### src/rtl/osr_uart_rx_pkg.sv
package osr_uart_rx_pkg;

   localparam int unsigned OSR_TOP  = 32;
   localparam int unsigned PH_W     = $clog2(OSR_TOP);
   localparam int unsigned MIN_BITS = 5;

   typedef enum logic [2:0] {
      ST_IDLE,
      ST_START,
      ST_DATA,
      ST_ADDR,
      ST_PAR,
      ST_STOP
   } rx_st_e;

   // half of the ticks per bit, centre of a bit
   function automatic logic [PH_W-1:0] half_of(input logic [1:0] sel);
      logic [PH_W-1:0] h;
      case (sel)
         2'b00:   h = PH_W'(4);
         2'b01:   h = PH_W'(8);
         default: h = PH_W'(16);
      endcase
      return h;
   endfunction

endpackage

### src/rtl/osr_uart_rx_timer.sv
module osr_uart_rx_timer
   import osr_uart_rx_pkg::*;
(
   input  logic       clk_i,
   input  logic       rst_ni,
   input  logic       samp_en_i,
   input  logic       sync_mode_i,
   input  logic [1:0] osr_sel_i,
   input  logic       busy_i,
   input  logic       launch_i,
   output logic       tap_a_o,
   output logic       tap_b_o,
   output logic       bit_evt_o
);

   logic [PH_W-1:0] phase_q;
   logic [PH_W-1:0] half;
   logic [PH_W:0]   span;
   logic [PH_W:0]   last_w;
   logic            os_tick;

   always_comb begin
      half    = half_of(osr_sel_i);
      span    = {half, 1'b0};
      last_w  = span - 1'b1;
      os_tick = samp_en_i && busy_i && !sync_mode_i;
   end

   // phase 0 is the tick that saw the falling edge
   always_ff @(posedge clk_i or negedge rst_ni) begin
      if (!rst_ni) begin
         phase_q <= '0;
      end else if (launch_i) begin
         phase_q <= PH_W'(1);
      end else if (os_tick) begin
         if (phase_q == last_w[PH_W-1:0]) phase_q <= '0;
         else                              phase_q <= phase_q + 1'b1;
      end
   end

   assign tap_a_o   = os_tick && (phase_q == half - 1'b1);
   assign tap_b_o   = os_tick && (phase_q == half);
   assign bit_evt_o = samp_en_i && busy_i &&
                      (sync_mode_i || (phase_q == half + 1'b1));

endmodule

### src/rtl/osr_uart_rx_vote.sv
module osr_uart_rx_vote (
   input  logic clk_i,
   input  logic rst_ni,
   input  logic line_i,
   input  logic sync_mode_i,
   input  logic tap_a_i,
   input  logic tap_b_i,
   output logic bit_val_o,
   output logic bit_noisy_o
);

   logic s_a_q;
   logic s_b_q;

   always_ff @(posedge clk_i or negedge rst_ni) begin
      if (!rst_ni) begin
         s_a_q <= 1'b1;
         s_b_q <= 1'b1;
      end else begin
         if (tap_a_i) s_a_q <= line_i;
         if (tap_b_i) s_b_q <= line_i;
      end
   end

   // third sample is the live line at the deciding tick
   always_comb begin
      if (sync_mode_i) begin
         bit_val_o   = line_i;
         bit_noisy_o = 1'b0;
      end else begin
         bit_val_o   = (s_a_q & s_b_q) | (s_a_q & line_i) | (s_b_q & line_i);
         bit_noisy_o = !((s_a_q == s_b_q) && (s_b_q == line_i));
      end
   end

endmodule

### src/rtl/osr_uart_rx_noise.sv
module osr_uart_rx_noise #(
   parameter int unsigned W = 16
) (
   input  logic         clk_i,
   input  logic         rst_ni,
   input  logic         inc_i,
   output logic [W-1:0] cnt_o
);

   localparam logic [W-1:0] CNT_MAX = '1;

   always_ff @(posedge clk_i or negedge rst_ni) begin
      if (!rst_ni)                         cnt_o <= '0;
      else if (inc_i && cnt_o != CNT_MAX)  cnt_o <= cnt_o + 1'b1;
   end

endmodule

### src/rtl/osr_uart_rx_frame.sv
module osr_uart_rx_frame
   import osr_uart_rx_pkg::*;
#(
   parameter  int unsigned DATA_W = 8,
   localparam int unsigned LEN_W  = $clog2(DATA_W - 4),
   localparam int unsigned IDX_W  = $clog2(DATA_W)
) (
   input  logic              clk_i,
   input  logic              rst_ni,
   input  logic              line_i,
   input  logic              samp_en_i,
   input  logic              sync_mode_i,
   input  logic [LEN_W-1:0]  len_i,
   input  logic              addr_en_i,
   input  logic              par_en_i,
   input  logic              par_odd_i,
   input  logic              bit_evt_i,
   input  logic              bit_val_i,
   input  logic              bit_noisy_i,
   output logic              busy_o,
   output logic              launch_o,
   output logic              valid_o,
   output logic [DATA_W-1:0] data_o,
   output logic              addr_o,
   output logic              par_err_o,
   output logic              frm_err_o,
   output logic              noise_o
);

   rx_st_e              st_q;
   logic [IDX_W-1:0]    bit_idx_q;
   logic [IDX_W-1:0]    last_idx;
   logic                addr_q;
   logic                par_acc_q;
   logic                perr_q;
   logic                noisy_q;
   logic [DATA_W-1:0]   shift_w;

   assign last_idx = IDX_W'(len_i) + IDX_W'(MIN_BITS - 1);
   assign busy_o   = (st_q != ST_IDLE);
   assign launch_o = (st_q == ST_IDLE) && samp_en_i && !line_i;

   for (genvar gi = 0; gi < DATA_W; gi++) begin : g_bit
      logic q;
      always_ff @(posedge clk_i or negedge rst_ni) begin
         if (!rst_ni)
            q <= 1'b0;
         else if (launch_o)
            q <= 1'b0;
         else if (st_q == ST_DATA && bit_evt_i && bit_idx_q == IDX_W'(gi))
            q <= bit_val_i;
      end
      assign shift_w[gi] = q;
   end

   always_ff @(posedge clk_i or negedge rst_ni) begin
      if (!rst_ni) begin
         st_q      <= ST_IDLE;
         bit_idx_q <= '0;
         addr_q    <= 1'b0;
         par_acc_q <= 1'b0;
         perr_q    <= 1'b0;
         noisy_q   <= 1'b0;
         valid_o   <= 1'b0;
         data_o    <= '0;
         addr_o    <= 1'b0;
         par_err_o <= 1'b0;
         frm_err_o <= 1'b0;
         noise_o   <= 1'b0;
      end else begin
         valid_o <= 1'b0;
         case (st_q)
            ST_IDLE: begin
               if (launch_o) begin
                  st_q      <= sync_mode_i ? ST_DATA : ST_START;
                  bit_idx_q <= '0;
                  addr_q    <= 1'b0;
                  par_acc_q <= 1'b0;
                  perr_q    <= 1'b0;
                  noisy_q   <= 1'b0;
               end
            end
            ST_START: begin
               if (bit_evt_i) begin
                  noisy_q <= bit_noisy_i;
                  st_q    <= bit_val_i ? ST_IDLE : ST_DATA;
               end
            end
            ST_DATA: begin
               if (bit_evt_i) begin
                  noisy_q   <= noisy_q | bit_noisy_i;
                  par_acc_q <= par_acc_q ^ bit_val_i;
                  if (bit_idx_q == last_idx) begin
                     if (addr_en_i)     st_q <= ST_ADDR;
                     else if (par_en_i) st_q <= ST_PAR;
                     else               st_q <= ST_STOP;
                  end else begin
                     bit_idx_q <= bit_idx_q + 1'b1;
                  end
               end
            end
            ST_ADDR: begin
               if (bit_evt_i) begin
                  noisy_q   <= noisy_q | bit_noisy_i;
                  addr_q    <= bit_val_i;
                  par_acc_q <= par_acc_q ^ bit_val_i;
                  st_q      <= par_en_i ? ST_PAR : ST_STOP;
               end
            end
            ST_PAR: begin
               if (bit_evt_i) begin
                  noisy_q <= noisy_q | bit_noisy_i;
                  perr_q  <= par_acc_q ^ bit_val_i ^ par_odd_i;
                  st_q    <= ST_STOP;
               end
            end
            ST_STOP: begin
               if (bit_evt_i) begin
                  valid_o   <= 1'b1;
                  data_o    <= shift_w;
                  addr_o    <= addr_q;
                  par_err_o <= perr_q;
                  frm_err_o <= !bit_val_i;
                  noise_o   <= noisy_q | bit_noisy_i;
                  st_q      <= ST_IDLE;
               end
            end
            default: st_q <= ST_IDLE;
         endcase
      end
   end

endmodule

### src/rtl/osr_uart_rx.sv
module osr_uart_rx #(
   parameter  int unsigned DATA_W  = 8,
   parameter  int unsigned NOISE_W = 16,
   localparam int unsigned LEN_W   = $clog2(DATA_W - 4)
) (
   input  logic               clk_i,
   input  logic               rst_ni,
   input  logic               line_i,
   input  logic               samp_en_i,
   input  logic               sync_mode_i,
   input  logic [1:0]         osr_sel_i,
   input  logic [LEN_W-1:0]   len_i,
   input  logic               addr_en_i,
   input  logic               par_en_i,
   input  logic               par_odd_i,
   output logic               valid_o,
   output logic [DATA_W-1:0]  data_o,
   output logic               addr_o,
   output logic               par_err_o,
   output logic               frm_err_o,
   output logic               noise_o,
   output logic [NOISE_W-1:0] noise_cnt_o
);

   if (DATA_W < 6 || DATA_W > 16) begin : g_bad_data_w
      $error("osr_uart_rx: DATA_W must lie in 6..16");
   end
   if (NOISE_W < 1) begin : g_bad_noise_w
      $error("osr_uart_rx: NOISE_W must be at least 1");
   end

   logic busy;
   logic launch;
   logic tap_a;
   logic tap_b;
   logic bit_evt;
   logic bit_val;
   logic bit_noisy;

   osr_uart_rx_timer u_timer (
      .clk_i       (clk_i),
      .rst_ni      (rst_ni),
      .samp_en_i   (samp_en_i),
      .sync_mode_i (sync_mode_i),
      .osr_sel_i   (osr_sel_i),
      .busy_i      (busy),
      .launch_i    (launch),
      .tap_a_o     (tap_a),
      .tap_b_o     (tap_b),
      .bit_evt_o   (bit_evt)
   );

   osr_uart_rx_vote u_vote (
      .clk_i       (clk_i),
      .rst_ni      (rst_ni),
      .line_i      (line_i),
      .sync_mode_i (sync_mode_i),
      .tap_a_i     (tap_a),
      .tap_b_i     (tap_b),
      .bit_val_o   (bit_val),
      .bit_noisy_o (bit_noisy)
   );

   osr_uart_rx_frame #(.DATA_W(DATA_W)) u_frame (
      .clk_i       (clk_i),
      .rst_ni      (rst_ni),
      .line_i      (line_i),
      .samp_en_i   (samp_en_i),
      .sync_mode_i (sync_mode_i),
      .len_i       (len_i),
      .addr_en_i   (addr_en_i),
      .par_en_i    (par_en_i),
      .par_odd_i   (par_odd_i),
      .bit_evt_i   (bit_evt),
      .bit_val_i   (bit_val),
      .bit_noisy_i (bit_noisy),
      .busy_o      (busy),
      .launch_o    (launch),
      .valid_o     (valid_o),
      .data_o      (data_o),
      .addr_o      (addr_o),
      .par_err_o   (par_err_o),
      .frm_err_o   (frm_err_o),
      .noise_o     (noise_o)
   );

   osr_uart_rx_noise #(.W(NOISE_W)) u_noise (
      .clk_i  (clk_i),
      .rst_ni (rst_ni),
      .inc_i  (bit_evt && bit_noisy),
      .cnt_o  (noise_cnt_o)
   );

endmodule

### config.mk
export PLATFORM = sky130hd
export DESIGN_NAME = osr_uart_rx
export DESIGN_NICKNAME = d
export VERILOG_FILES = /design/src/rtl/osr_uart_rx_pkg.sv /design/src/rtl/osr_uart_rx_timer.sv /design/src/rtl/osr_uart_rx_vote.sv /design/src/rtl/osr_uart_rx_noise.sv /design/src/rtl/osr_uart_rx_frame.sv /design/src/rtl/osr_uart_rx.sv
export SDC_FILE = /design/constraint.sdc
export NUM_CORES = 1
export LEC_CHECK = 0
export ABC_AREA = 1
export CORE_AREA = 4 4 82 84
export DETAILED_ROUTE_END_ITERATION = 16
export DIE_AREA = 0 0 86 88
export HOLD_SLACK_MARGIN = 0.1
export PLACE_DENSITY = 0.86
export SETUP_SLACK_MARGIN = 0.2
export SLEW_MARGIN = 20
export SYNTH_ARGS = -nofsm -noshare
export SYNTH_HDL_FRONTEND = slang
export SYNTH_SLANG_ARGS = --single-unit
### constraint.sdc
create_clock -name clk_i -period 3.29 [get_ports clk_i]
set_clock_uncertainty 0.05 [all_clocks]
set_input_delay 0.4935 -clock clk_i [delete_from_list [all_inputs] [get_ports clk_i]]
set_output_delay 0.4935 -clock clk_i [all_outputs]
set_load 0.1 [all_outputs]
Word-level counts from Yosys, hierarchy flattened
Index checks and enable logic that the tools add are counted.
Storage, ports and cells
  bits in registers: 54
  logic and storage cells: 171
Operators by class
  $add $sub $neg: 7
  equal/unequal tests: 31
  multiplexer cells: 50
  bitwise operators: 8
  reductions and logical operators: 51
Operator list (number)
  2-to-1 mux 3 bit: 11
  2-to-1 mux 1 bit: 27
  nonzero test 2 bit: 13
  equality test 5 bit: 4
  logical AND 1 bit: 19
  equality test 3 bit, second input constant: 6
  one-hot mux 3 bit (6 select lines): 1
  adder 16 x 1 -> 16 bit, second input constant: 1
  != test 16 bit, second input constant: 1
  != test 2 bit, second input constant: 8
  2-to-1 mux 5 bit: 3
  equality test 3 x 2 -> 1 bit, second input constant: 4
  adder 5 x 1 -> 5 bit, second input constant: 2
  one-hot mux 5 bit (2 select lines): 1
  subtractor 5 x 1 -> 5 bit, second input constant: 2
  AND reduction 3 bit: 3
  AND reduction 4 bit: 2
  AND reduction 7 bit: 1
  equality test 3 x 1 -> 1 bit, second input constant: 2
  logical NOT 3 bit: 2
  one-hot mux 1 bit (2 select lines): 3
  one-hot mux 3 bit (2 select lines): 1
  nonzero test 3 bit: 2
  logical NOT 1 bit: 4
  16 further kinds: 24

Logic depth before layout (Yosys ltp)
Gate-level depths: netlist (run 1).
  depth in word-level cells: 10
  depth in mapped cells: 12
  gate-level depth less buffers: 11

Modules after synthesis
From an unflattened synthesis (run 1), not the netlist that was laid out.
Unflattened totals
  cell total of the unflattened synthesis: 439
  area, all modules: 3337.0 µm²
Modules (own cells, without submodules)
  osr_uart_rx_frame: instances 1, cells an instance 195, area each 1614.0 µm²
  osr_uart_rx_noise: instances 1, cells an instance 149, area each 1058.5 µm²
  osr_uart_rx_timer: instances 1, cells an instance 78, area each 530.5 µm²
  osr_uart_rx_vote: instances 1, cells an instance 15, area each 126.4 µm²
  osr_uart_rx: instances 1, cells an instance 2, area each 7.5 µm²

Worst setup path before layout (run 1)
No wires, ideal clock.
  path kind: register -> register
  from: register u_noise.cnt_o[0]
  to: register u_noise.cnt_o[14]
  arrival time: 2.359 ns
  data required time: 3.163 ns
  slack: 0.804 ns
  cell stages (with the launch flop): 12
  path buffers: 2
  period minus slack after synthesis: 2.486 ns
  cells stage by stage: dfrtp_1 ha_1 nand3_2 nor3_4 nand2_1 nor2_1 nand2_1 nand3_2 buf_6 buf_6 nand2_1 o21ai_1
Between the ends
  cells in the longest elaborated chain, start to end: 2
Ends and longest elaborated chain
  start: declaration: line osr_uart_rx_noise.sv:7  | output logic [W-1:0] cnt_o
  start signal: assignment: line osr_uart_rx_noise.sv:14  | else if (inc_i && cnt_o != CNT_MAX) cnt_o <= cnt_o + 1'b1;
  branches (longest 2 deep; another with adder 16 x 1 -> 16 bit)
Parallel ways; which one is timed is not known.
A chain may end at the register's enable or synchronous reset.

Final worst setup path (run 1)
  from: register u_frame.frm_err_o
  to: output port frm_err_o
RTL lines
  start: declaration: line osr_uart_rx_frame.sv:26  | output logic frm_err_o,
  start signal: assignment: line osr_uart_rx_frame.sv:123  | frm_err_o <= !bit_val_i;
  end: declaration: line osr_uart_rx.sv:20  | output logic frm_err_o,
No word-level cell between the ends.

==> results.yml, run 1 <==
worst_setup_path:
  critPathBufInv: 1
  critical_path.max_fanout: 2
  crit_required_ns: 2.75
  crit_path_max_incr_delay_ns: 1.14
  worstSetupPathType: "register to primary output"
  cp_slowest_cell: "clkdlybuf4s50_1"
  cp.arrival_ns: 1.84
  start_kind: "register"
  crit_family: "buffers and inverters"
  endpoint_kind: "primary output"
  crit_path_cell_trace: "clkdlybuf4s50_1"
route:
  dr_wl_met2_mm: 3.20
  num_vias: 2739
  postRouteWirelength_mm: 6.66
  drtAntennaViolNets: 0
  drtIter0Drc: 112
  post_drt_wl_per_cell_um: 12.7
  remaining_drc_errors: 0
  via_per_inst: 5.24
  route.met3.wl_um: 376
  top_layer_used: "met4"
  wl_met1_mm: 2.99
  dr.pass1.iters: 4
power_and_ir_drop:
  power.leakage_nw: 1.73
  ir_drop_mv: 0.446
  power_density_nw_per_um2: 734
synthesis:
  synth_top_area_cell: "dfrtp_1"
  ys_types: 32
  synthXorXnorAreaFrac: 0.0517
  synth-adder-area-share: 0.0505
  synthDominantCellAreaShare: 0.404
  synth-seq-cells: 54
  yosys_warnings: 0
  synth_edf_count: 0
  synth-compound-area-share: 0.110
  ys_seq_area_frac: 0.421
  syn_area_um2: 3220
  synthArstFlopShare: 1.00
  avgSynthCellArea_um2: 7.91
  synth_ff_type: "dfrtp_1"
  netlist_top_cells_area: "dfrtp_1, nand2_1, inv_1, o21ai_0, ha_1"
  netlist_instances: 407
  synth-simple-area-share: 0.278
  synth_top_family_by_area: "simple AND/OR/NAND/NOR gates"
  synthesis.nets: 432
  synth_common_cells: "nand2_1, inv_1, dfrtp_1"
  yosysMostFrequentCell: "nand2_1"
  synthMuxAreaShare: 0
placement:
  port_buffers: 40
  dpl.hpwl_mm: 5.08
  place.gp.congestion: 0.958
global_route:
  globalRouteOverflowTotal: 0
  grt_antenna_before_repair: 0
  grt_max_degree: 37
  grt_pass1_wl_mm: 11.9
  grt_usage: 0.193
  first_global_vias: 2612
cts:
  cts_resized: 0
  cts_buffers: 5
  root_buffer: "clkbuf_8"
  insertion_delay_ns: 0.31
  post_cts_buffers: 0
  tritoncts: "built"
  hold_buffers: 0
  cts_sinks: 54
  clk_pin_slew_ns: 0.09
  htreeDepth: 2
  clockBufferDepth: 2
floorplan:
  core_area_um2: 5920
  initial_core_util: 0.544
  die_h_um: 88
  num_rows: 28
  pin_count: 41
  die_w_um: 86
  die_area_um2: 7570
layout:
  final_nets: 473
  final_core_util: 0.625
  seq_area_um2: 1350
  area_growth_syn_to_layout_pct: 15.0
  multi_input_area_um2: 1580
  n_antenna_cell: 0
  fillers: 522
  drive_above_1_share: 0.121
timing:
  slew_headroom: 0.352
  setup_viol: 0
  hold_violations: 0
  drv_slew: 0
  setup_tns_ns: 0
  max_freq_ghz: 0.420
  min_period_ns: 2.38
  min_period_over_period: 0.724
  tightest_slew_ns: 0.969
  rsz0062_at_grt: "no"
status:
  status: "complete, no violations"
run:
  maxCapViolCount: 0
worst_hold_path:
  hp-class: "input port to async pin"
## state kept, by name (all words and copies together), names as in the netlist, 3 cells and up
signal	count
u_frame.data_o	8
u_frame.g_bit.q	8
u_frame.st_q	3
u_noise.cnt_o	16
u_frame.bit_idx_q	3
u_timer.phase_q	5
## final timing paths
| check | start | endpoint | slack (ns) | cells after the start |
|---|---|---|---|---|
| setup / recovery | u_frame.frm_err_o | frm_err_o | 0.91 | 1 |
| hold / removal | rst_ni | u_timer.phase_q[3] | 0.21 | 1 |
| setup reg to reg | u_frame.st_q[0] | u_frame.st_q[2] | 1.16 | 9 |
| hold reg to reg | u_frame.data_o[5] | u_frame.data_o[5] | 0.44 | 2 |
| max in group asynchronous | rst_ni | u_frame.addr_q | 2.23 | 2 |
| min in group clk_i | u_frame.data_o[5] | u_frame.data_o[5] | 0.44 | 2 |
## kinds of logic after synthesis
group                      Yosys count
DFF                                 54
adders and majority gates           13
buffers and inverters               69
xor gates and xnor gates            19
AOI/OAI and AO/OA                   60
and+or+nand+nor                    192
## area by class of cell
class	count	area share
Clock buffer	5	0.0186
Clock inverter	2	0.00406
Inverter	62	0.0629
Multi-Input combinational cell	284	0.426
Timing Repair Buffer	41	0.0973
Tap cell	75	0.0253
Sequential cell	54	0.366
## where the power goes
| group | total (mW) | switching [mW] | internal (mW) | leakage [nW] |
|---|---|---|---|---|
| registers | 0.960 | 0.147 | 0.813 | 0.728 |
| clock network | 0.363 | 0.217 | 0.146 | 0.0362 |
| logic | 1.40 | 1.02 | 0.379 | 0.965 |
| total | 2.72 | 1.38 | 1.34 | 1.73 |
## metrics by stage
stage	hold slack [ns]	power [mW]	std cells	setup WS [ns]	cell area [µm²]
2_1_floorplan	0.148	2.04	407	0.804	3220
3_3_place_gp	0.413	2.30	516	0.740	3620
3_5_place_dp	0.416	2.36	516	0.670	3620
4_1_cts	0.240	2.72	523	0.910	3700
5_1_grt	0.281	2.91	523	0.694	3700
6_report	0.212	2.72	523	0.909	3700
## layer usage
metal  vias to the layer above  global-route usage
met2                        78               0.327
met5                         -                   0
met3                         8              0.0329
met4                         0              0.0619
met1                      1279               0.254
li1                       1374                   -
## cells in the final DEF (no fill, tap or decap), types with 7 or more instances in the layout
cell,instances
dfrtp_1,52
nor2_1,24
o21ai_1,9
xnor2_1,7
nand2_1,109
buf_4,18
nand3_1,29
clkdlybuf4s50_1,22
o21ai_0,35
nand4_1,8
ha_1,13
xor2_1,12
inv_1,57
Power figures use the tool's default switching activity.
==> inputs of run 2 (changes only) <==
Clock period 3.29 ns to 2.5 ns, I/O delays scaled along.
==> results.yml, run 2 (synthesis results as in run 1) <==
placement:
  place.gp.congestion: 0.949
  placed_cell_area_um2: 3630
  dpl.hpwl_mm: 5.33
  port_buffers: 40
route:
  drtAntennaViolNets: 0
  dr.pass1.iters: 4
  drtIter0Drc: 147
  via_per_inst: 5.28
  post_drt_wl_per_cell_um: 12.9
  num_vias: 2793
  remaining_drc_errors: 0
  postRouteWirelength_mm: 6.84
power_and_ir_drop:
  ir_drop_mv: 0.867
  power_switching_mw: 1.82
  intPower_mw: 1.87
  combPwrFrac: 0.494
  switching_share: 0.493
  p_clk_frac: 0.160
  seqPwrFrac: 0.346
  power_density_nw_per_um2: 982
  power.leakage_nw: 1.79
  p_total_mw: 3.69
global_route:
  globalRouteOverflowTotal: 0
  first_global_vias: 2620
  grt_pass1_wl_mm: 11.7
  grt_usage: 0.191
  grt_max_degree: 30
  grt_antenna_before_repair: 0
status:
  status: "complete, no violations"
worst_setup_path:
  crit_required_ns: 2.67
  start_kind: "input port"
  endpoint_kind: "register"
  critical_path.max_fanout: 18
  worstSetupPathType: "input port to register"
  cp.arrival_ns: 2.13
layout:
  drive_above_1_share: 0.159
  final_nets: 478
  layout_common_cells: "nand2_1, inv_1, dfrtp_1"
  n_antenna_cell: 0
  area_growth_syn_to_layout_pct: 16.6
  final_common_cell: "nand2_1"
  regMostFlops: "u_noise.cnt_o"
  final_core_util: 0.634
  reg.largest.list: "u_noise.cnt_o x16, u_frame.data_o x8, u_frame.g_bit.q x8"
  fillers: 519
  final_area_um2: 3750
  largest_reg_flops: 16
timing:
  drv_slew: 0
  rsz0062_at_grt: "no"
  max_freq_ghz: 0.509
  min_period_ns: 1.96
  hold_violations: 0
  setup_tns_ns: 0
  slew_headroom: 0.584
  min_period_over_period: 0.785
  setup_viol: 0
  tightest_slew_ns: 0.624
run:
  maxCapViolCount: 0
cts:
  root_buffer: "clkbuf_8"
  htreeDepth: 2
  cts_sinks: 54
  cts_buffers: 5
  clk_pin_slew_ns: 0.10
  insertion_delay_ns: 0.31
  clockBufferDepth: 2
  tritoncts: "built"
floorplan:
  die_h_um: 88
  pin_count: 41
  die_area_um2: 7570
  num_rows: 28
  die_w_um: 86
  initial_core_util: 0.544
  core_area_um2: 5920
worst_hold_path:
  hp-class: "register to register"
[run 2: cell count changes in the layout (fill, tap and decap cells not counted)]
cell             before  now
dfrtp_1              52   50
clkdlybuf4s50_1      22   10
clkbuf_1              0    1
dfrtp_2               0    2
buf_12                0    1
clkinvlp_4            2    1
buf_4                18   33
dlygate4sd3_1         0    1
bufinv_16             0    1
[run 2: layout make-up]
class / instances / area, µm² / share of cell area
repair buffers: 46 / 383 / 0.102
clock inverters: 2 / 37.5 / 0.0100
clock buffers: 6 / 72.6 / 0.0193
inverters: 62 / 233 / 0.0620
well taps: 75 / 93.8 / 0.0250
multi-input cells: 284 / 1580 / 0.420
flip-flops and latches: 54 / 1360 / 0.361
[run 2: critical path, stage by stage]
cell,delay [ns]
clkdlybuf4s50_1,0.46
nor2_1,0.18
nand2_1,0.07
nand2_1,0.12
nand3_2,0.13
a21boi_4,0.21
nand2_1,0.16
buf_4,0.22
o21ai_0,0.19
[run 2: path summary, 6_finish.rpt]
path	startpoint	end	slack, ns	depth (start not counted)
max	osr_sel_i[1]	u_frame.data_o[2]	0.54	9
min	u_frame.noisy_q	u_frame.noisy_q	0.44	2
max reg2reg	u_timer.phase_q[3]	u_frame.data_o[2]	0.61	8
min reg2reg	u_frame.noisy_q	u_frame.noisy_q	0.44	2
max in group asynchronous	rst_ni	u_vote.s_b_q	1.12	3
min in group asynchronous	rst_ni	u_frame.g_bit[6].q	0.56	2
[run 2: per-layer routing]
layer | track usage | wire length, µm | vias up | share of wire
met5 | 0 | 0 | - | 0
met4 | 0.0475 | 67 | 0 | 0.0098
met3 | 0.0367 | 394 | 8 | 0.058
met2 | 0.343 | 3350 | 77 | 0.49
met1 | 0.237 | 3030 | 1320 | 0.44
li1 | - | - | 1388 | -
[run 2: power groups by stage]
stage / sequential [mW] / combinational (mW) / clock (mW)
after detailed placement: 1.28 / 1.83 / 0
after floorplan: 1.82 / 0.874 / 0
after global placement: 1.27 / 1.77 / 0
after global routing: 1.30 / 1.99 / 0.636
after CTS: 1.27 / 1.83 / 0.602
final: 1.28 / 1.82 / 0.590
[run 2: timing repair]
action / in CTS / in global routing
hold buffers: 1 / 0
hold endpoints to repair: 27 / 0
gates resized for setup: 0 / 0
setup buffers: 0 / 0
[run 2: per-stage QoR]
| stage | hold WS (ns) | worst slack (ns) | instances |
|---|---|---|---|
| 2_1_floorplan | 0.0294 | 0.207 | 407 |
| 3_3_place_gp | 0.368 | 0.329 | 520 |
| 3_5_place_dp | 0.380 | 0.214 | 520 |
| 4_1_cts | 0.437 | 0.538 | 529 |
| 5_1_grt | 0.458 | 0.410 | 529 |
| 6_report | 0.437 | 0.536 | 529 |
